**src/rtl/fxs_pkg.sv**
```systemverilog
package fxs_pkg;

   typedef enum logic [1:0] {
      PH_Q1 = 2'd0,
      PH_Q2 = 2'd1,
      PH_Q3 = 2'd2,
      PH_Q4 = 2'd3
   } phase_t;

endpackage

```
**src/rtl/fxs_phase_gen.sv**
```systemverilog
module fxs_phase_gen
   import fxs_pkg::*;
(
   input  logic   clk,
   input  logic   rst_n,
   output phase_t phase,
   output logic   first_ph,
   output logic   last_ph
);

   always_ff @(posedge clk or negedge rst_n) begin
      if (!rst_n) phase <= PH_Q1;
      else        phase <= phase_t'(phase + 2'd1);
   end

   assign first_ph = (phase == PH_Q1);
   assign last_ph  = (phase == PH_Q4);

   assert_wrap_R1: assert property (@(posedge clk) disable iff (!rst_n)
      last_ph |=> first_ph);
   assert_count_R1: assert property (@(posedge clk) disable iff (!rst_n)
      !last_ph |=> (2'(phase) == 2'($past(phase) + 2'd1)));

endmodule

```
**src/rtl/fxs_fetch_unit.sv**
```systemverilog
module fxs_fetch_unit #(
   parameter int ADDR_W  = 21,
   parameter int PC_STEP = 2
) (
   input  logic              clk,
   input  logic              rst_n,
   input  logic              adv,
   input  logic              redirect,
   input  logic [ADDR_W-1:0] target,
   output logic [ADDR_W-1:0] fetch_addr
);

   localparam int ALIGN_B = (PC_STEP > 1) ? $clog2(PC_STEP) : 0;

   logic [ADDR_W-1:0] aligned;

   generate
      if (ALIGN_B > 0) begin : g_align
         assign aligned = {target[ADDR_W-1:ALIGN_B], {ALIGN_B{1'b0}}};
      end else begin : g_noalign
         assign aligned = target;
      end
   endgenerate

   always_ff @(posedge clk or negedge rst_n) begin
      if (!rst_n)        fetch_addr <= '0;
      else if (adv) begin
         if (redirect)   fetch_addr <= aligned;
         else            fetch_addr <= fetch_addr + ADDR_W'(PC_STEP);
      end
   end

   assert_hold_R3: assert property (@(posedge clk) disable iff (!rst_n)
      !adv |=> $stable(fetch_addr));
   assert_step_R3: assert property (@(posedge clk) disable iff (!rst_n)
      (adv && !redirect) |=> fetch_addr == ADDR_W'($past(fetch_addr) + ADDR_W'(PC_STEP)));
   assert_jump_R5: assert property (@(posedge clk) disable iff (!rst_n)
      (adv && redirect) |=> fetch_addr == {$past(target[ADDR_W-1:1]), 1'b0} || ALIGN_B != 1);

endmodule

```
**src/rtl/fxs_exec_stage.sv**
```systemverilog
module fxs_exec_stage #(
   parameter int              INSN_W   = 16,
   parameter logic [INSN_W-1:0] NOP_WORD = '0,
   parameter int              COST_W   = 2
) (
   input  logic              clk,
   input  logic              rst_n,
   input  logic              adv,
   input  logic [INSN_W-1:0] fetched,
   input  logic              br_take,
   input  logic              skip_req,
   input  logic              skip_two_word,
   output logic              redirect,
   output logic [INSN_W-1:0] exec_word,
   output logic              exec_valid,
   output logic [COST_W-1:0] cyc_count
);

   logic [1:0]        squash_left;
   logic              take_skip;
   logic [COST_W-1:0] cost_now;

   assign redirect  = exec_valid && br_take;
   assign take_skip = exec_valid && skip_req && !br_take;

   always_comb begin
      if (redirect)       cost_now = COST_W'(2);
      else if (take_skip) cost_now = skip_two_word ? COST_W'(3) : COST_W'(2);
      else                cost_now = COST_W'(1);
   end

   always_ff @(posedge clk or negedge rst_n) begin
      if (!rst_n) begin
         exec_valid  <= 1'b0;
         exec_word   <= NOP_WORD;
         squash_left <= 2'd0;
         cyc_count   <= '0;
      end else if (adv) begin
         if (exec_valid) cyc_count <= cost_now;
         if (squash_left != 2'd0) begin
            exec_valid  <= 1'b0;
            exec_word   <= NOP_WORD;
            squash_left <= squash_left - 2'd1;
         end else if (redirect || take_skip) begin
            exec_valid  <= 1'b0;
            exec_word   <= NOP_WORD;
            squash_left <= (take_skip && skip_two_word) ? 2'd1 : 2'd0;
         end else begin
            exec_valid  <= 1'b1;
            exec_word   <= fetched;
         end
      end
   end

   assert_hold_R4: assert property (@(posedge clk) disable iff (!rst_n)
      !adv |=> $stable(exec_valid) && $stable(exec_word) && $stable(cyc_count));
   assert_nop_R12: assert property (@(posedge clk) disable iff (!rst_n)
      !exec_valid |-> exec_word == NOP_WORD);
   assert_branch_R5: assert property (@(posedge clk) disable iff (!rst_n)
      (adv && exec_valid && br_take) |=> !exec_valid && cyc_count == COST_W'(2));
   assert_short_R7: assert property (@(posedge clk) disable iff (!rst_n)
      (adv && exec_valid && skip_req && !skip_two_word && !br_take)
      |=> !exec_valid && cyc_count == COST_W'(2));
   assert_long_R8: assert property (@(posedge clk) disable iff (!rst_n)
      (adv && exec_valid && skip_req && skip_two_word && !br_take)
      |=> !exec_valid && cyc_count == COST_W'(3));
   assert_ignore_R9: assert property (@(posedge clk) disable iff (!rst_n)
      (adv && !exec_valid) |=> $stable(cyc_count));

endmodule

```
**src/rtl/fetch_exec_seq.sv**
```systemverilog
module fetch_exec_seq
   import fxs_pkg::*;
#(
   parameter int                ADDR_W   = 21,
   parameter int                INSN_W   = 16,
   parameter int                PC_STEP  = 2,
   parameter logic [INSN_W-1:0] NOP_WORD = '0
) (
   input  logic              clk,
   input  logic              rst_n,
   input  logic [INSN_W-1:0] imem_rdata,
   input  logic              br_take,
   input  logic [ADDR_W-1:0] br_target,
   input  logic              skip_req,
   input  logic              skip_two_word,
   output logic [ADDR_W-1:0] fetch_addr,
   output logic              fetch_stb,
   output logic [INSN_W-1:0] exec_word,
   output logic              exec_valid,
   output logic [1:0]        cyc_count
);

   localparam int COST_W = 2;

   generate
      if (ADDR_W < 2 || ADDR_W > 32) begin : g_bad_aw
         $error("fetch_exec_seq: ADDR_W out of range");
      end
      if (INSN_W < 1) begin : g_bad_iw
         $error("fetch_exec_seq: INSN_W must be positive");
      end
      if (PC_STEP < 1 || (PC_STEP & (PC_STEP - 1)) != 0) begin : g_bad_step
         $error("fetch_exec_seq: PC_STEP must be a power of two");
      end
   endgenerate

   phase_t phase;
   logic   last_ph;
   logic   redirect;

   fxs_phase_gen u_phase (
      .clk      (clk),
      .rst_n    (rst_n),
      .phase    (phase),
      .first_ph (fetch_stb),
      .last_ph  (last_ph)
   );

   fxs_fetch_unit #(
      .ADDR_W  (ADDR_W),
      .PC_STEP (PC_STEP)
   ) u_fetch (
      .clk        (clk),
      .rst_n      (rst_n),
      .adv        (last_ph),
      .redirect   (redirect),
      .target     (br_target),
      .fetch_addr (fetch_addr)
   );

   fxs_exec_stage #(
      .INSN_W   (INSN_W),
      .NOP_WORD (NOP_WORD),
      .COST_W   (COST_W)
   ) u_exec (
      .clk           (clk),
      .rst_n         (rst_n),
      .adv           (last_ph),
      .fetched       (imem_rdata),
      .br_take       (br_take),
      .skip_req      (skip_req),
      .skip_two_word (skip_two_word),
      .redirect      (redirect),
      .exec_word     (exec_word),
      .exec_valid    (exec_valid),
      .cyc_count     (cyc_count)
   );

   assert_strobe_R1: assert property (@(posedge clk) disable iff (!rst_n)
      fetch_stb |=> !fetch_stb);
   assert_offphase_R11: assert property (@(posedge clk) disable iff (!rst_n)
      (phase != PH_Q4) |=> $stable(fetch_addr) && $stable(exec_valid));

endmodule

```
**config.mk**
```make
export PLATFORM = sky130hd
export DESIGN_NAME = fetch_exec_seq
export DESIGN_NICKNAME = d
export VERILOG_FILES = /design/src/rtl/fxs_pkg.sv /design/src/rtl/fxs_phase_gen.sv /design/src/rtl/fxs_fetch_unit.sv /design/src/rtl/fxs_exec_stage.sv /design/src/rtl/fetch_exec_seq.sv
export SDC_FILE = /design/constraint.sdc
export NUM_CORES = 1
export LEC_CHECK = 0
export BUFFER_PORTS_ARGS = -buffer_cell sky130_fd_sc_hd__buf_2
export CORE_MARGIN = 1
export CORE_UTILIZATION = 44
export DETAILED_ROUTE_END_ITERATION = 16
export PLACE_DENSITY_LB_ADDON = 0.12
export RECOVER_POWER = 100
export REMOVE_ABC_BUFFERS = 1
export SKIP_LAST_GASP = 1
export SLEW_MARGIN = 20
export SYNTH_ARGS = -nofsm -noshare
export SYNTH_HDL_FRONTEND = slang
export SYNTH_SLANG_ARGS = --single-unit
```
**constraint.sdc**
```tcl
create_clock -name clk -period 1.7 [get_ports clk]
set_input_delay 0.255 -clock clk [delete_from_list [all_inputs] [get_ports clk]]
set_output_delay 0.255 -clock clk [all_outputs]
set_load 0.05 [all_outputs]
```
==> results.json, run 1 <==
{
  "vias": 2086,
  "routed_wl_um": 5312,
  "routedWlPerCell_um": 13.59,
  "cp.depth": 5,
  "synth_compound_area_share_pct": 24.75,
  "syn_area_per_cell_um2": 9.855,
  "synth_top_family_by_area": "compound AO/OA/AOI/OAI gates",
  "start_util_pct": 45.70,
  "first_pass_iters": 4,
  "drv_cap": 0,
  "synth_xor_area_share_pct": 0,
  "ant_nets": 0,
  "reg2reg_depth": 5,
  "rsz0062_at_grt": "true",
  "hold_violations": 0,
  "multi_input_area_um2": 1015,
  "finalMaxSlewViolations": 0,
  "setup_viol": 0,
  "core_um2": 4723,
  "cp-end-kind": "register",
  "outcome": "finished clean",
  "ir_worst_vdd_mv": 0.6467,
  "clock_skew_ps": 9.985,
  "r2r-end": "u_fetch.fetch_addr[17]$_DFFE_PN0N_",
  "synth_mux_area_share_pct": 0.4638,
  "crit_type": "reg2reg",
  "synth.most_common_cell": "dfrtp_1",
  "cts_max_level": 2,
  "finalPower_mw": 3.640,
  "clockRootBuffer": "clkbuf_8",
  "fin_setup_tns_ps": 0,
  "route.detailed.drc": 0,
  "grt_overflow_total": 0,
  "netlist_area_um2": 2158,
  "clockBufferDepth": 2,
  "r2r-start": "u_fetch.fetch_addr[1]$_DFFE_PN0N_",
  "crit_path_end": "u_fetch.fetch_addr[17]$_DFFE_PN0N_",
  "synth_area_leader_cell": "dfrtp_1",
  "cts_buffers": 5,
  "synthAdderAreaFrac_pct": 1.739,
  "antenna_found_initial": 0,
  "grt_pass1_vias": 1936,
  "cp_data_required_time_ps": 1930,
  "finalCriticalPeriod_ps": 1669,
  "syn_inst": 219,
  "crit_path_start_kind": "register",
  "grt_pass1_wl_um": 8921,
  "ys_seq_elements": 43,
  "whs_ps": 175.0,
  "clk_latency_ps": 290,
  "ys_top_cells_by_area": "dfrtp_1, a22o_1, a21oi_1",
  "fp.dieW_um": 72.04,
  "grt_max_degree": 38,
  "dieArea_um2": 5189,
  "relSlewSlack_pct": 26.86,
  "power.leakage_nw": 1.325,
  "rows": 25,
  "power_density_nw_per_um2": 1248,
  "drt_iter0_markers": 162,
  "rrSetupSlack_ps": 30,
  "io_pins": 83,
  "place_congestion": 0.7450,
  "worstPathMaxFanout": 4,
  "yosysTopAreaCellShare_pct": 49.86,
  "max_freq_mhz": 599.2,
  "place_hpwl_um": 3811,
  "synth_edf_count": 0,
  "ys_types": 45,
  "drive_gt1_share_pct": 31.48,
  "cts.clk_slew.worst_paths_ps": 90,
  "die_h_um": 72.04,
  "regArea_um2": 1076,
  "synth-simple-area-share_pct": 19.01,
  "critPathTopFamily": "simple AND/OR/NAND/NOR gates",
  "vias_per_cell": 5.335,
  "synth.yosys.seq_area_share_pct": 49.86,
  "cp.arrival_ps": 1890,
  "min_period_over_period_pct": 98.18,
  "slowest_delay_ps": 510,
  "nFillCells": 431,
  "layout.nets": 368,
  "area_delta_synth_final_pct": 35.13,
  "cts.sinks": 43,
  "hold_path.class": "in2reg",
  "yosys_warnings": 0,
  "cts_tree": "built",
  "worstSetupStartpoint": "u_fetch.fetch_addr[1]$_DFFE_PN0N_",
  "port_buffers": 80,
  "path_buf_inv": 0,
  "worstPathCellList": "ha_2, nand3_4, or4b_4, or3_1, a21oi_1",
  "antennaDiodeCount": 0,
  "grt_usage_pct": 21.86,
  "utilization_pct": 61.75,
  "max_slew.worst_pin.slew_ps": 1097,
  "ys.flop_type": "dfrtp_1",
  "async_flop_share_pct": 100.0,
  "slowest_stage": "or4b_4",
  "synthTopCellsByCount": "dfrtp_1, a21oi_1, nand2_1, a22o_1, o21ai_0"
}
power by group:
group | switching (mW) | leakage [nW] | internal [mW] | total [mW]
clock | 0.343 | 0.0412 | 0.287 | 0.630
sequential | 0.151 | 0.517 | 1.20 | 1.35
combinational | 1.14 | 0.767 | 0.525 | 1.66
how the worst min path moves through the flow:
stage                   startpoint                                 end  slack [ps]  cells after the start
floorplan                    rst_n     u_exec.cyc_count[0]$_DFFE_PN0P_         -40                      0
global placement             rst_n  u_fetch.fetch_addr[10]$_DFFE_PN0N_         230                      1
detailed placement           rst_n  u_fetch.fetch_addr[10]$_DFFE_PN0N_         230                      1
CTS                  imem_rdata[4]     u_exec.exec_word[4]$_DFFE_PN0N_         170                      2
global route        imem_rdata[14]    u_exec.exec_word[14]$_DFFE_PN0N_         160                      2
finish               imem_rdata[8]     u_exec.exec_word[8]$_DFFE_PN0N_         180                      2
timing repair:
item	CTS	global route
hold endpoints to repair	18	0
gates resized for setup	1	3
hold buffers	1	0
pin swaps	1	2
endpoints found under the setup margin	1	3
setup buffers	0	1
stage by stage:
stage / instance area, µm² / setup WS [ps] / std cells
6_report: 2917 / 31.02 / 391
5_1_grt: 2917 / -83.08 / 391
4_1_cts: 2927 / 17.19 / 390
3_5_place_dp: 2829 / -20.60 / 381
3_3_place_gp: 2829 / 0.05762 / 381
2_1_floorplan: 2102 / -595.5 / 205
state kept, by name, summed over array words and instances (netlist names):
register	cells
u_fetch.fetch_addr	20
u_exec.cyc_count	2
u_exec.squash_left	2
u_phase.phase	2
u_exec.exec_valid	1
u_exec.exec_word	16
cell usage in the layout (no fill, tap or decap), types with 8 or more instances in the layout:
cell and n:
a21oi_1 23, a22o_1 16, buf_2 53, buf_4 28, clkbuf_1 28, dfrtp_1 43
inv_1 8, nand2_1 17, nand3_1 9, o21ai_0 16
final cells by class:
type	count	share of cell area (%)
well taps	67	2.874
multi-input cells	154	34.79
clock inverters	2	0.4290
repair buffers	111	21.49
inverters	8	1.030
flip-flops and latches	43	36.89
clock buffers	6	2.488
metal layers:
metal / vias up / track usage [%] / part of all wire (%)
li1: 1033 / - / -
met1: 979 / 29.47 / 45
met2: 70 / 36.16 / 49
met3: 4 / 4.861 / 5.1
met4: 0 / 5.229 / 0.68
met5: - / 0 / 0
cells by family (layout without fill, tap and decap cells):
| family | Yosys count | after routing |
|---|---|---|
| AO/OA/AOI/OAI | 81 | 81 |
| adder cells (fa/ha/maj) | 3 | 3 |
| buffers and inverters | 22 | 127 |
| flip-flops | 43 | 43 |
| multiplexers | 1 | 1 |
| other | 1 | 1 |
| AND/OR/NAND/NOR | 68 | 68 |
Note: power is estimated with default switching activity, not from simulation.
==> inputs of run 2 (changes only) <==
Settings changed: BUFFER_PORTS_ARGS -buffer_cell sky130_fd_sc_hd__buf_2 to unset, CORE_MARGIN 1 to 2, CORE_UTILIZATION 44 to 45, DONT_BUFFER_PORTS set to 1.
==> run 2 against run 1 <==
- setup slack got worse by 21 ps
- global-route usage fell by 0.70 points
- sequential power rose by 14%
- sequential cell count did not move
- sequential share of layout area rose by 4.8 points
- utilization fell by 6.3 points
- critical endpoint unchanged
- combinational power fell by 22%
- total power fell by 1.1%
==> results.json, run 2 (synthesis gave the netlist of run 1 again) <==
{
  "layout.nets": 297,
  "antenna_found_initial": 1,
  "max_freq_mhz": 591.9,
  "dieArea_um2": 5366,
  "rows": 25,
  "outcome": "finished clean",
  "area_delta_synth_final_pct": 19.71,
  "route.detailed.drc": 0,
  "port_buffers": 0,
  "finalCriticalPeriod_ps": 1690,
  "ant_nets": 0,
  "crit_path_start_kind": "register",
  "routed_wl_um": 5547,
  "hold_path.class": "in2reg",
  "place_hpwl_um": 3946,
  "drive_gt1_share_pct": 20.63,
  "cts_buffers": 5,
  "start_util_pct": 46.31,
  "ir_worst_vdd_mv": 0.6381,
  "grt_usage_pct": 21.16,
  "cts.sinks": 43,
  "clock_skew_ps": 6.562,
  "dp.cells": 294,
  "drv_cap": 0,
  "cts_tree": "built",
  "place_congestion": 0.8325,
  "setup_viol": 0,
  "finalMaxSlewViolations": 0,
  "core_um2": 4661,
  "vias_per_cell": 6.169,
  "crit_type": "reg2reg",
  "power.internal_mw": 2.011,
  "grt_max_degree": 44,
  "cp_data_required_time_ps": 1920,
  "min_period_over_period_pct": 99.39,
  "first_pass_iters": 6,
  "grt_pass1_wl_um": 8728,
  "rsz0062_at_grt": "true",
  "clockBufferDepth": 2,
  "final_cell_mix": "dfrtp_1, buf_4, a21oi_1",
  "pwr-share-seq_pct": 42.8,
  "cts_max_level": 2,
  "die_h_um": 73.26,
  "grt_pass1_vias": 1911,
  "regMostFlops": "u_fetch.fetch_addr",
  "vias": 1894,
  "fp.dieW_um": 73.26,
  "switching_share_pct": 44.17,
  "fin_setup_tns_ps": 0,
  "cp-end-kind": "register",
  "clk_latency_ps": 290,
  "power_density_nw_per_um2": 1394,
  "routedWlPerCell_um": 18.07,
  "top_regs": "u_fetch.fetch_addr x20, u_exec.exec_word x16",
  "cp.arrival_ps": 1910,
  "power_frac_clock_pct": 21.3,
  "worstPathMaxFanout": 4,
  "utilization_pct": 55.44,
  "layout_setup_ws_ps": 10.43,
  "largest_reg_flops": 20,
  "clockRootBuffer": "clkbuf_8",
  "layout_commonest_cell": "dfrtp_1",
  "drt_iter0_markers": 151,
  "io_pins": 83,
  "final_cells": 307,
  "power.leakage_nw": 1.111,
  "max_slew.worst_pin.slew_ps": 1053,
  "grt_overflow_total": 0,
  "comb_power_share_pct": 35.9,
  "cts.clk_slew.worst_paths_ps": 80,
  "place_ws_ps": 4.244,
  "relSlewSlack_pct": 29.81,
  "hold_violations": 0,
  "p_sw_mw": 1.591
}
-- run 2: changes by cell type in the layout (fill, tap and decap cells not counted), sizes merged --
cell	previous run	this run
clkbuf	33	17
bufinv	0	1
inv	8	7
diode	0	1
clkinvlp	1	2
buf	83	27
clkinv	1	0
-- run 2: path summary, 6_finish.rpt --
| kind | slack [ps] | cells after the start | start | endpoint |
|---|---|---|---|---|
| min reg2reg | 450 | 1 | u_phase.phase[0]$_DFF_PN0_ | u_phase.phase[0]$_DFF_PN0_ |
| max reg2reg | 10 | 5 | u_fetch.fetch_addr[1]$_DFFE_PN0N_ | u_fetch.fetch_addr[17]$_DFFE_PN0N_ |
| min in group asynchronous | 700 | 2 | rst_n | u_fetch.fetch_addr[8]$_DFFE_PN0N_ |
| max in group asynchronous | 360 | 2 | rst_n | u_exec.exec_word[6]$_DFFE_PN0N_ |
| min | 50 | 1 | br_take | u_exec.cyc_count[0]$_DFFE_PN0P_ |
| max | 10 | 5 | u_fetch.fetch_addr[1]$_DFFE_PN0N_ | u_fetch.fetch_addr[17]$_DFFE_PN0N_ |
-- run 2: power by group through the flow --
stage / combinational (mW) / clock (mW) / sequential (mW)
final: 1.29 / 0.767 / 1.54
after CTS: 1.33 / 0.783 / 1.54
after detailed placement: 1.30 / 0 / 1.56
after global placement: 1.28 / 0 / 1.55
after floorplan: 0.386 / 0 / 2.05
after global routing: 1.38 / 0.829 / 1.57
-- run 2: through the flow --
| stage | hold WS, ps | power (mW) | cell area [µm²] |
|---|---|---|---|
| after CTS | 42.70 | 3.660 | 2596 |
| after detailed placement | -39.26 | 2.864 | 2457 |
| after floorplan | -40.59 | 2.435 | 2102 |
| after global routing | 33.86 | 3.778 | 2584 |
| after global placement | -39.43 | 2.828 | 2457 |
| final | 51.47 | 3.602 | 2584 |
-- run 2: cell type report --
cell class | count | area, µm²
inverters | 8 | 33.78
diodes | 1 | 2.502
multi-input cells | 154 | 1008
well taps | 54 | 67.56
clock inverters | 2 | 37.54
repair buffers | 40 | 289.0
clock buffers | 5 | 68.82
flip-flops and latches | 43 | 1076
fillers | 422 | 2077
-- run 2: repair_timing --
item	4_1_cts	5_1_grt
pin swaps	1	1
hold buffers	2	0
endpoints found under the hold margin	43	0
gates resized for setup	1	4
setup endpoints to repair	1	9
setup buffers	0	3
-- run 2: routing by layer --
layer | track usage [%] | up-vias | part of all wire [%]
li1 | - | 884 | -
met5 | 0 | - | 0
met4 | 7.819 | 0 | 1.3
met3 | 6.584 | 6 | 7.5
met1 | 24.76 | 931 | 40
met2 | 36.34 | 73 | 51
-- run 2: critical path, stage by stage (launching register included) --
cell and delay (ps):
dfrtp_1 360, ha_2 190, nand3_2 100, or4b_4 520
or3_1 320, a21oi_1 120
